--- src/rtl/exc_irq_pkg.sv ---
package exc_irq_pkg;

  localparam int unsigned DW = 8;
  localparam int unsigned AW = 8;

  // Register map
  localparam logic [AW-1:0] ADR_EXC_STAT   = 8'h00;
  localparam logic [AW-1:0] ADR_EXC_MASK   = 8'h01;
  localparam logic [AW-1:0] ADR_INT_COND   = 8'h02;
  localparam logic [AW-1:0] ADR_INT_MASK   = 8'h03;
  localparam logic [AW-1:0] ADR_CMP        = 8'h04;
  localparam logic [AW-1:0] ADR_COND_BASE  = 8'h08;
  localparam logic [AW-1:0] ADR_PARAM_BASE = 8'h40;

  // Exception status bit positions
  localparam int unsigned EB_CWI  = 7;
  localparam int unsigned EB_CMD  = 6;
  localparam int unsigned EB_BPAR = 5;
  localparam int unsigned EB_IPAR = 0;

  // Interrupt condition bit positions
  localparam int unsigned IB_EXC    = 7;
  localparam int unsigned IB_INTERN = 6;
  localparam int unsigned IB_CO     = 3;
  localparam int unsigned IB_CI     = 2;
  localparam int unsigned IB_TT     = 1;
  localparam int unsigned IB_RING   = 0;

  localparam logic [DW-1:0] EXC_STICKY   = 8'h61;
  localparam logic [DW-1:0] EXC_MASKABLE = 8'h61;
  localparam logic [DW-1:0] INT_MASKABLE = 8'hCF;

  typedef struct packed {
    logic wr_en;
    logic rd_en;
    logic cmd_err;
    logic bpar_err;
  } acc_ctl_t;

  function automatic logic addr_in(input logic [AW-1:0] a,
                                   input logic [AW-1:0] base,
                                   input int unsigned   n);
    return (32'(a) >= 32'(base)) && (32'(a) < (32'(base) + n));
  endfunction

endpackage

--- src/rtl/ecr_access_gate.sv ---
module ecr_access_gate
  import exc_irq_pkg::*;
#(
  parameter int unsigned NPARAM = 8,
  parameter int unsigned XS_W   = 3
) (
  input  logic            req_i,
  input  logic            wr_i,
  input  logic [AW-1:0]   addr_i,
  input  logic [DW-1:0]   wdata_i,
  input  logic            wpar_i,
  input  logic            bus_par_en_i,
  input  logic            running_i,
  input  logic [XS_W-1:0] xmit_state_i,
  input  logic [1:0]      opt_i,
  input  logic [1:0]      func_i,
  output acc_ctl_t        ctl_o,
  output logic            param_open_o
);

  localparam logic [XS_W-1:0] XS_IDLE0 = XS_W'(0);
  localparam logic [XS_W-1:0] XS_IDLE1 = XS_W'(1);
  localparam logic [XS_W-1:0] XS_IDLE3 = XS_W'(3);

  logic xs_ok;
  logic par_bad;
  logic blocked;
  logic refuse;

  always_comb begin
    xs_ok        = (xmit_state_i == XS_IDLE0) || (xmit_state_i == XS_IDLE1) ||
                   (xmit_state_i == XS_IDLE3);
    param_open_o = !running_i || (xs_ok && (&opt_i) && !(|func_i));
    // nine-bit odd parity: a good word has an odd count of ones
    par_bad      = req_i && wr_i && bus_par_en_i && !(^{wdata_i, wpar_i});
    blocked      = req_i && addr_in(addr_i, ADR_PARAM_BASE, NPARAM) && !param_open_o;
    refuse       = par_bad || blocked;
    ctl_o.bpar_err = par_bad;
    ctl_o.cmd_err  = refuse;
    ctl_o.wr_en    = req_i && wr_i && !refuse;
    ctl_o.rd_en    = req_i && !wr_i && !refuse;
  end

endmodule

--- src/rtl/ecr_store.sv ---
module ecr_store
  import exc_irq_pkg::*;
#(
  parameter int unsigned NCOND  = 2,
  parameter int unsigned NPARAM = 8
) (
  input  logic          clk_i,
  input  logic          rst_ni,
  input  logic          wr_en_i,
  input  logic [AW-1:0] addr_i,
  input  logic [DW-1:0] wdata_i,
  output logic [DW-1:0] rdata_o,
  output logic          cwi_set_o,
  output logic          cwi_clr_o
);

  logic [DW-1:0]     cmp_q;
  logic [DW-1:0]     cmp_d;
  logic              cmp_en;
  logic [DW-1:0]     cond_q [NCOND];
  logic [NCOND-1:0]  cond_sel;
  logic [NCOND-1:0]  cond_match;
  logic [DW-1:0]     prm_q [NPARAM];
  logic [NPARAM-1:0] prm_sel;

  // next-state and enables
  always_comb begin
    cmp_en = wr_en_i && (addr_i == ADR_CMP);
    cmp_d  = wdata_i;
    for (int i = 0; i < int'(NCOND); i++) begin
      cond_sel[i]   = wr_en_i && (addr_i == AW'(32'(ADR_COND_BASE) + 32'(i)));
      cond_match[i] = (cmp_q == cond_q[i]);
    end
    for (int j = 0; j < int'(NPARAM); j++) begin
      prm_sel[j] = wr_en_i && (addr_i == AW'(32'(ADR_PARAM_BASE) + 32'(j)));
    end
    cwi_set_o = |(cond_sel & ~cond_match);
    cwi_clr_o = |(cond_sel & cond_match);
  end

  always_ff @(posedge clk_i or negedge rst_ni) begin
    if (!rst_ni) begin
      cmp_q <= '0;
    end else if (cmp_en) begin
      cmp_q <= cmp_d;
    end
  end

  always_ff @(posedge clk_i or negedge rst_ni) begin
    if (!rst_ni) begin
      for (int i = 0; i < int'(NCOND); i++) cond_q[i] <= '0;
    end else begin
      for (int i = 0; i < int'(NCOND); i++) begin
        if (cond_sel[i] && cond_match[i]) cond_q[i] <= wdata_i;
      end
    end
  end

  always_ff @(posedge clk_i or negedge rst_ni) begin
    if (!rst_ni) begin
      for (int j = 0; j < int'(NPARAM); j++) prm_q[j] <= '0;
    end else begin
      for (int j = 0; j < int'(NPARAM); j++) begin
        if (prm_sel[j]) prm_q[j] <= wdata_i;
      end
    end
  end

  // read selection
  always_comb begin
    rdata_o = '0;
    if (addr_i == ADR_CMP) rdata_o = cmp_q;
    for (int i = 0; i < int'(NCOND); i++) begin
      if (addr_i == AW'(32'(ADR_COND_BASE) + 32'(i))) rdata_o = cond_q[i];
    end
    for (int j = 0; j < int'(NPARAM); j++) begin
      if (addr_i == AW'(32'(ADR_PARAM_BASE) + 32'(j))) rdata_o = prm_q[j];
    end
  end

  // a compare mismatch leaves the target untouched
  for (genvar gi = 0; gi < int'(NCOND); gi++) begin : g_chk
    a_r2_hold_on_mismatch: assert property (@(posedge clk_i) disable iff (!rst_ni)
      (cond_sel[gi] && !cond_match[gi]) |=> $stable(cond_q[gi]));
  end

endmodule

--- src/rtl/ecr_exc_status.sv ---
module ecr_exc_status
  import exc_irq_pkg::*;
(
  input  logic          clk_i,
  input  logic          rst_ni,
  input  logic          wr_stat_i,
  input  logic          wr_mask_i,
  input  logic [DW-1:0] wdata_i,
  input  logic          set_cmd_i,
  input  logic          set_bpar_i,
  input  logic          set_ipar_i,
  input  logic          cwi_set_i,
  input  logic          cwi_clr_i,
  output logic [DW-1:0] stat_o,
  output logic [DW-1:0] mask_o,
  output logic          exc_evt_o
);

  localparam logic [DW-1:0] STAT_LIVE = EXC_STICKY | (DW'(1) << EB_CWI);

  logic [DW-1:0] stat_q, stat_d;
  logic          stat_en;
  logic [DW-1:0] mask_q, mask_d;
  logic          mask_en;

  always_comb begin
    stat_d = stat_q;
    if (wr_stat_i) stat_d = stat_d & ~(wdata_i & EXC_STICKY);
    // new events win over a clear in the same cycle
    if (set_cmd_i)  stat_d[EB_CMD]  = 1'b1;
    if (set_bpar_i) stat_d[EB_BPAR] = 1'b1;
    if (set_ipar_i) stat_d[EB_IPAR] = 1'b1;
    if (cwi_set_i)      stat_d[EB_CWI] = 1'b1;
    else if (cwi_clr_i) stat_d[EB_CWI] = 1'b0;
    stat_d  = stat_d & STAT_LIVE;
    stat_en = (stat_d != stat_q);
    mask_en = wr_mask_i;
    mask_d  = wdata_i & EXC_MASKABLE;
  end

  always_ff @(posedge clk_i or negedge rst_ni) begin
    if (!rst_ni) begin
      stat_q <= '0;
    end else if (stat_en) begin
      stat_q <= stat_d;
    end
  end

  always_ff @(posedge clk_i or negedge rst_ni) begin
    if (!rst_ni) begin
      mask_q <= '0;
    end else if (mask_en) begin
      mask_q <= mask_d;
    end
  end

  assign stat_o    = stat_q;
  assign mask_o    = mask_q;
  assign exc_evt_o = |(stat_q & mask_q);

  a_r6_sticky_cmd: assert property (@(posedge clk_i) disable iff (!rst_ni)
    (stat_q[EB_CMD] && !(wr_stat_i && wdata_i[EB_CMD])) |=> stat_q[EB_CMD]);

  a_r6_sticky_ipar: assert property (@(posedge clk_i) disable iff (!rst_ni)
    (stat_q[EB_IPAR] && !(wr_stat_i && wdata_i[EB_IPAR])) |=> stat_q[EB_IPAR]);

  a_r2_inhibit_set: assert property (@(posedge clk_i) disable iff (!rst_ni)
    cwi_set_i |=> stat_q[EB_CWI]);

  a_r2_inhibit_clear: assert property (@(posedge clk_i) disable iff (!rst_ni)
    cwi_clr_i |=> !stat_q[EB_CWI]);

endmodule

--- src/rtl/ecr_irq_agg.sv ---
module ecr_irq_agg
  import exc_irq_pkg::*;
#(
  parameter int unsigned INTEV_W = 4
) (
  input  logic               clk_i,
  input  logic               rst_ni,
  input  logic               exc_evt_i,
  input  logic [INTEV_W-1:0] intern_evt_i,
  input  logic               ring_evt_i,
  input  logic               tt_evt_i,
  input  logic               ci_evt_i,
  input  logic               co_evt_i,
  input  logic               wr_imask_i,
  input  logic [DW-1:0]      wdata_i,
  output logic [DW-1:0]      cond_o,
  output logic [DW-1:0]      imask_o,
  output logic               int_n_o
);

  logic [DW-1:0] imask_q, imask_d;
  logic          imask_en;
  logic          int_n_q, int_n_d;

  always_comb begin
    cond_o             = '0;
    cond_o[IB_EXC]     = exc_evt_i;
    cond_o[IB_INTERN]  = |intern_evt_i;
    cond_o[IB_CO]      = co_evt_i;
    cond_o[IB_CI]      = ci_evt_i;
    cond_o[IB_TT]      = tt_evt_i;
    cond_o[IB_RING]    = ring_evt_i;
    imask_en = wr_imask_i;
    imask_d  = wdata_i & INT_MASKABLE;
    int_n_d  = !(|(cond_o & imask_q));
  end

  always_ff @(posedge clk_i or negedge rst_ni) begin
    if (!rst_ni) begin
      imask_q <= '0;
    end else if (imask_en) begin
      imask_q <= imask_d;
    end
  end

  always_ff @(posedge clk_i or negedge rst_ni) begin
    if (!rst_ni) begin
      int_n_q <= 1'b1;
    end else begin
      int_n_q <= int_n_d;
    end
  end

  assign imask_o = imask_q;
  assign int_n_o = int_n_q;

  a_r9_masked_quiet: assert property (@(posedge clk_i) disable iff (!rst_ni)
    (imask_q == '0) |=> int_n_q);

  a_r9_low_needs_mask: assert property (@(posedge clk_i) disable iff (!rst_ni)
    !int_n_q |-> ($past(imask_q) != '0));

endmodule

--- src/rtl/exc_irq_regs.sv ---
module exc_irq_regs
  import exc_irq_pkg::*;
#(
  parameter int unsigned NCOND   = 2,
  parameter int unsigned NPARAM  = 8,
  parameter int unsigned XS_W    = 3,
  parameter int unsigned INTEV_W = 4
) (
  input  logic               clk,
  input  logic               rst_n,
  input  logic               bus_req,
  input  logic               bus_wr,
  input  logic [7:0]         bus_addr,
  input  logic [7:0]         bus_wdata,
  input  logic               bus_wpar,
  output logic [7:0]         bus_rdata,
  input  logic               bus_par_en,
  input  logic               if_par_en,
  input  logic               if_par_err,
  input  logic               running,
  input  logic [XS_W-1:0]    xmit_state,
  input  logic [1:0]         opt_bits,
  input  logic [1:0]         func_bits,
  input  logic               ring_evt,
  input  logic               tt_evt,
  input  logic               ci_evt,
  input  logic               co_evt,
  input  logic [INTEV_W-1:0] intern_evt,
  output logic               int_n
);

  // reset: asserted asynchronously, released on the clock
  logic [1:0] rst_pipe;
  logic       rst_ni;

  always_ff @(posedge clk or negedge rst_n) begin
    if (!rst_n) begin
      rst_pipe <= '0;
    end else begin
      rst_pipe <= {rst_pipe[0], 1'b1};
    end
  end
  assign rst_ni = rst_pipe[1];

  acc_ctl_t      ctl;
  logic          param_open;
  logic [DW-1:0] st_rdata;
  logic          cwi_set, cwi_clr;
  logic [DW-1:0] stat, emask, cond, imask;
  logic          exc_evt;
  logic          wr_stat, wr_emask, wr_imask;
  logic [DW-1:0] rd_mux, rdata_q, rdata_d;
  logic          rdata_en;

  ecr_access_gate #(.NPARAM(NPARAM), .XS_W(XS_W)) u_gate (
    .req_i        (bus_req),
    .wr_i         (bus_wr),
    .addr_i       (bus_addr),
    .wdata_i      (bus_wdata),
    .wpar_i       (bus_wpar),
    .bus_par_en_i (bus_par_en),
    .running_i    (running),
    .xmit_state_i (xmit_state),
    .opt_i        (opt_bits),
    .func_i       (func_bits),
    .ctl_o        (ctl),
    .param_open_o (param_open)
  );

  ecr_store #(.NCOND(NCOND), .NPARAM(NPARAM)) u_store (
    .clk_i     (clk),
    .rst_ni    (rst_ni),
    .wr_en_i   (ctl.wr_en),
    .addr_i    (bus_addr),
    .wdata_i   (bus_wdata),
    .rdata_o   (st_rdata),
    .cwi_set_o (cwi_set),
    .cwi_clr_o (cwi_clr)
  );

  always_comb begin
    wr_stat  = ctl.wr_en && (bus_addr == ADR_EXC_STAT);
    wr_emask = ctl.wr_en && (bus_addr == ADR_EXC_MASK);
    wr_imask = ctl.wr_en && (bus_addr == ADR_INT_MASK);
  end

  ecr_exc_status u_exc (
    .clk_i      (clk),
    .rst_ni     (rst_ni),
    .wr_stat_i  (wr_stat),
    .wr_mask_i  (wr_emask),
    .wdata_i    (bus_wdata),
    .set_cmd_i  (ctl.cmd_err),
    .set_bpar_i (ctl.bpar_err),
    .set_ipar_i (if_par_err && if_par_en),
    .cwi_set_i  (cwi_set),
    .cwi_clr_i  (cwi_clr),
    .stat_o     (stat),
    .mask_o     (emask),
    .exc_evt_o  (exc_evt)
  );

  ecr_irq_agg #(.INTEV_W(INTEV_W)) u_irq (
    .clk_i        (clk),
    .rst_ni       (rst_ni),
    .exc_evt_i    (exc_evt),
    .intern_evt_i (intern_evt),
    .ring_evt_i   (ring_evt),
    .tt_evt_i     (tt_evt),
    .ci_evt_i     (ci_evt),
    .co_evt_i     (co_evt),
    .wr_imask_i   (wr_imask),
    .wdata_i      (bus_wdata),
    .cond_o       (cond),
    .imask_o      (imask),
    .int_n_o      (int_n)
  );

  // read path
  always_comb begin
    case (bus_addr)
      ADR_EXC_STAT: rd_mux = stat;
      ADR_EXC_MASK: rd_mux = emask;
      ADR_INT_COND: rd_mux = cond;
      ADR_INT_MASK: rd_mux = imask;
      default:      rd_mux = st_rdata;
    endcase
    rdata_en = bus_req && !bus_wr;
    rdata_d  = ctl.rd_en ? rd_mux : '0;
  end

  always_ff @(posedge clk or negedge rst_ni) begin
    if (!rst_ni) begin
      rdata_q <= '0;
    end else if (rdata_en) begin
      rdata_q <= rdata_d;
    end
  end
  assign bus_rdata = rdata_q;

  a_r3_refused_flag: assert property (@(posedge clk) disable iff (!rst_ni)
    (bus_req && !param_open && addr_in(bus_addr, ADR_PARAM_BASE, NPARAM))
      |=> stat[EB_CMD]);

  a_r4_parity_flags: assert property (@(posedge clk) disable iff (!rst_ni)
    (bus_req && bus_wr && bus_par_en && !(^{bus_wdata, bus_wpar}))
      |=> (stat[EB_BPAR] && stat[EB_CMD]));

  a_r5_ipar_capture: assert property (@(posedge clk) disable iff (!rst_ni)
    (if_par_err && if_par_en) |=> stat[EB_IPAR]);

  a_r7_inhibit_isolated: assert property (@(posedge clk) disable iff (!rst_ni)
    ((stat & emask & 8'h7F) == '0) |-> !cond[IB_EXC]);

  a_r11_rdata_hold: assert property (@(posedge clk) disable iff (!rst_ni)
    !(bus_req && !bus_wr) |=> $stable(bus_rdata));

endmodule

--- config.mk ---
export PLATFORM = sky130hd
export DESIGN_NAME = exc_irq_regs
export DESIGN_NICKNAME = d
export VERILOG_FILES = /design/src/rtl/exc_irq_pkg.sv /design/src/rtl/ecr_access_gate.sv /design/src/rtl/ecr_store.sv /design/src/rtl/ecr_exc_status.sv /design/src/rtl/ecr_irq_agg.sv /design/src/rtl/exc_irq_regs.sv
export SDC_FILE = /design/constraint.sdc
export NUM_CORES = 1
export LEC_CHECK = 0
export BUFFER_PORTS_ARGS = -buffer_cell sky130_fd_sc_hd__buf_2
export CELL_PAD_IN_SITES_DETAIL_PLACEMENT = 1
export CELL_PAD_IN_SITES_GLOBAL_PLACEMENT = 1
export CORE_MARGIN = 10
export CORE_UTILIZATION = 35
export DETAILED_ROUTE_END_ITERATION = 8
export HOLD_SLACK_MARGIN = 0.02
export PLACE_DENSITY_LB_ADDON = 0.1
export SLEW_MARGIN = 40
export SYNTH_ARGS = -nofsm -noshare
export SYNTH_HDL_FRONTEND = slang
export SYNTH_SLANG_ARGS = --single-unit
--- constraint.sdc ---
create_clock -name clk -period 3.2 [get_ports clk]
set_input_delay 0.16 -clock clk [delete_from_list [all_inputs] [get_ports clk]]
set_output_delay 0.16 -clock clk [all_outputs]
set_load 0.02 [all_outputs]
==> qor.csv <==
metric,value,unit
critical path endpoint category,flop,
arrival time worst endpoint,2.59,ns
Synthesized Nets,541,
Clk network pwr share,0.406,
setup_tns,0,ns
HP Start,if_par_en,
RePlAce Congestion,0.830,
Worst EP required,3.45,ns
fill count,1774,
Post-synth EDFFs,0,
min Tclk post-route,2.34,ns
Clock Sink Count,112,
FF+latch area,2810,sq um
post-synthesis sequential element count,112,
Resize count post-CTS,0,
number of global-route vias before repair,4725,
"Clk Latency, worst-skew pair",0.36,ns
relative slew slack,0.453,
first-pass GRT wire length,29900,um
Leak Pwr,3.14,nW
CTS root buffer,clkbuf_16,
skew final,0.00764,ns
Compound-Gate Fraction of Synth Area,0.106,
Sequential Power Share,0.485,
grt ovf,0,
final slew viol count,0,
CTS Buffer Depth,2,
Final Util,0.413,
startpoint types,input pin,
hpwl dp,13700,um
input/output buffers,48,
Max Cap Viol,0,
H-tree depth,3,
"commonest non-fill, non-tap cell in the layout",dfrtp_1,
post-synthesis cell type count,60,
Core Box Area,16500,sq um
Synth Area in Simple Gates,0.118,
sequential share of the synthesized area,0.476,
Power Density,451,nW/um^2
drt drc,0,
largest family of logic cells by synthesized area,multiplexers,
CTS tree,built,
worst-margin pin slew,0.819,ns
Die W,150,um
# rows,47,
drt first pass iters,4,
Mapped Cells,501,
launch point of the worst reg-to-reg path,u_store.prm_q[41],
Fin. Hold Viols,0,
gr usage total,0.176,
cts bufs inserted,9,
XOR/XNOR share of the synthesized area,0.0359,
worst hold path class,input pin to flop,
die area,22400,sq um
"Avg Cell Area, Syn",11.8,sq um
Synth Area in Adders,0,
fmax,427,MHz
nets,596,
multi-input logic area,2960,sq um
initial core utilization,0.356,
crit-path cells,"buf_2, xor2_1, xnor3_1, mux2i_4, nand3_2, nor2_2, mux2_2",
worst setup path start,bus_wdata[5],
VDD IR max,239,uV
Area Overhead vs Synth,15.9,%
Synth top area share,0.472,
antenna-violating nets left,0,
Power Internal,2.29,mW
unrepaired setup endpoints after global routing,no,
largest net degree at the start of global routing,39,
layout cells sized above 1,0.385,
"Largest stage delay, worst path",0.51,ns
WL/cell,24.9,um
Initial DRC Count,270,
vias per inst,5.54,
mux cell area share after synthesis,0.242,
largest cells by area after synthesis,"dfrtp_1 47%, mux2_2 20%, xnor2_1 2.7%",
sw frac,0.257,
"commonest non-fill, non-tap cells in the layout","110 x dfrtp_1, 105 x mux2_2, 48 x buf_2",
final wirelength,19500,um
Post-synth top flop,dfrtp_1,
Setup CP Type,input pin to flop,
Die Ht,150,um
Gate power share,0.109,
Final Cycle Share,0.732,
status,"finished, final reports clean",
"Clk pin slew, worst setup/hold paths",0.08,ns
IO Count,49,
flop2flop setup slack,1.30,ns
antenna violations before repair,1,
Worst Path Max Fanout,14,
Post-synth ARST share,1.00,
leading area contributor after synthesis,dfrtp_1,
Netlist Area Pre-Place,5890,sq um
Final setup viols,0,
"Slowest-stage cell, CP",nor2_2,
Synth Warn #,0,
diode count,0,
via count,4323,
Psw,791,uW
==> worst max-delay path, delay by kind of cell <==
family / cells / cell delay [ns]
and+or+nand+nor: 2 / 0.70
buffers and inverters: 1 / 0.28
xor gates and xnor gates: 2 / 0.67
muxes: 2 / 0.77
==> path summary, 6_finish.rpt <==
path,endpoint,cells after the start
setup / recovery,u_store.prm_q[35],7
min in group asynchronous,rst_pipe[1],2
hold reg to reg,u_store.prm_q[42],0
max in group asynchronous,u_irq.int_n_o,2
setup reg to reg,bus_rdata[1],6
hold / removal,u_exc.stat_o[0],2
==> cell type report <==
class,instances,share of cell area
multi-input combinational,357,0.434
tap,220,0.0403
clock inverter,3,0.00697
sequential,112,0.411
timing repair buffer,73,0.0649
inverter,3,0.00165
clock buffer,13,0.0411
==> metal layers <==
| layer | part of all wire | GRT usage | vias up | wire (um) |
|---|---|---|---|---|
| met1 | 0.48 | 0.243 | 2265 | 9340 |
| met5 | 0 | 0.0159 | - | 0 |
| met2 | 0.47 | 0.282 | 82 | 9170 |
| met4 | 0.012 | 0.0442 | 0 | 238 |
| li1 | - | - | 1962 | - |
| met3 | 0.038 | 0.0254 | 14 | 735 |
==> state kept, by name, summed over array words and instances (netlist names) <==
name and cells:
u_store.cond_q 16, u_store.prm_q 64, u_exc.mask_o 3, u_irq.int_n_o 1, bus_rdata 8, u_exc.stat_o 4
u_irq.imask_o 6, u_store.cmp_q 8, rst_pipe 2
==> synthesized netlist by cell type (3+ instances only) <==
cell type,n
o31ai_1,4
a21oi_1,22
nor2_1,21
nand4_1,6
nand3b_1,4
clkbuf_1,24
nor2b_1,8
a22o_1,3
o22ai_1,12
mux2_2,105
a211oi_1,4
nand2_1,22
a31oi_1,4
buf_2,3
inv_1,3
a2bb2oi_1,5
a21o_1,3
o21ai_0,20
mux2i_1,13
nand3_1,7
dfrtp_1,111
or4_1,6
a221oi_1,3
xnor2_1,18
a22oi_1,5
o211ai_1,3
nor3b_1,3
nor2_2,3
mux4_2,4
nor2_4,3
and2_1,4
nand2b_1,8
==> timing repair <==
| item | 4_1_cts | 5_1_grt |
|---|---|---|
| buffers inserted | 0 | 0 |
| endpoints found under the hold margin | 2 | 0 |
| hold buffers | 1 | 0 |
==> stage by stage <==
stage	std cells	cell area [sq um]	worst slack [ns]	total power [mW]	hold slack, ns
global placement	763	6470	0.544	1.85	-0.0552
CTS	781	6820	0.866	3.11	0.0231
floorplan	501	5890	1.10	1.71	-0.136
detailed placement	764	6490	0.503	1.86	-0.0531
global route	781	6820	0.772	3.20	0.0377
finish	781	6820	0.859	3.08	0.0329
==> cell families (layout without fill, tap and decap cells) <==
logic type | count (synthesis) | after routing
xor gates and xnor gates | 21 | 21
other | 1 | 1
muxes | 123 | 123
and+or+nand+nor | 116 | 116
DFF | 112 | 112
AOI/OAI and AO/OA | 96 | 96
buffers and inverters | 32 | 92
==> power groups by stage <==
stage | clock [mW] | combinational (mW) | sequential [mW]
2_1_floorplan | 0 | 0.186 | 1.53
3_3_place_gp | 0 | 0.319 | 1.53
3_5_place_dp | 0 | 0.335 | 1.52
4_1_cts | 1.27 | 0.337 | 1.50
5_1_grt | 1.33 | 0.363 | 1.50
6_report | 1.25 | 0.335 | 1.50
No activity file was read; power rests on OpenSTA's default activity.
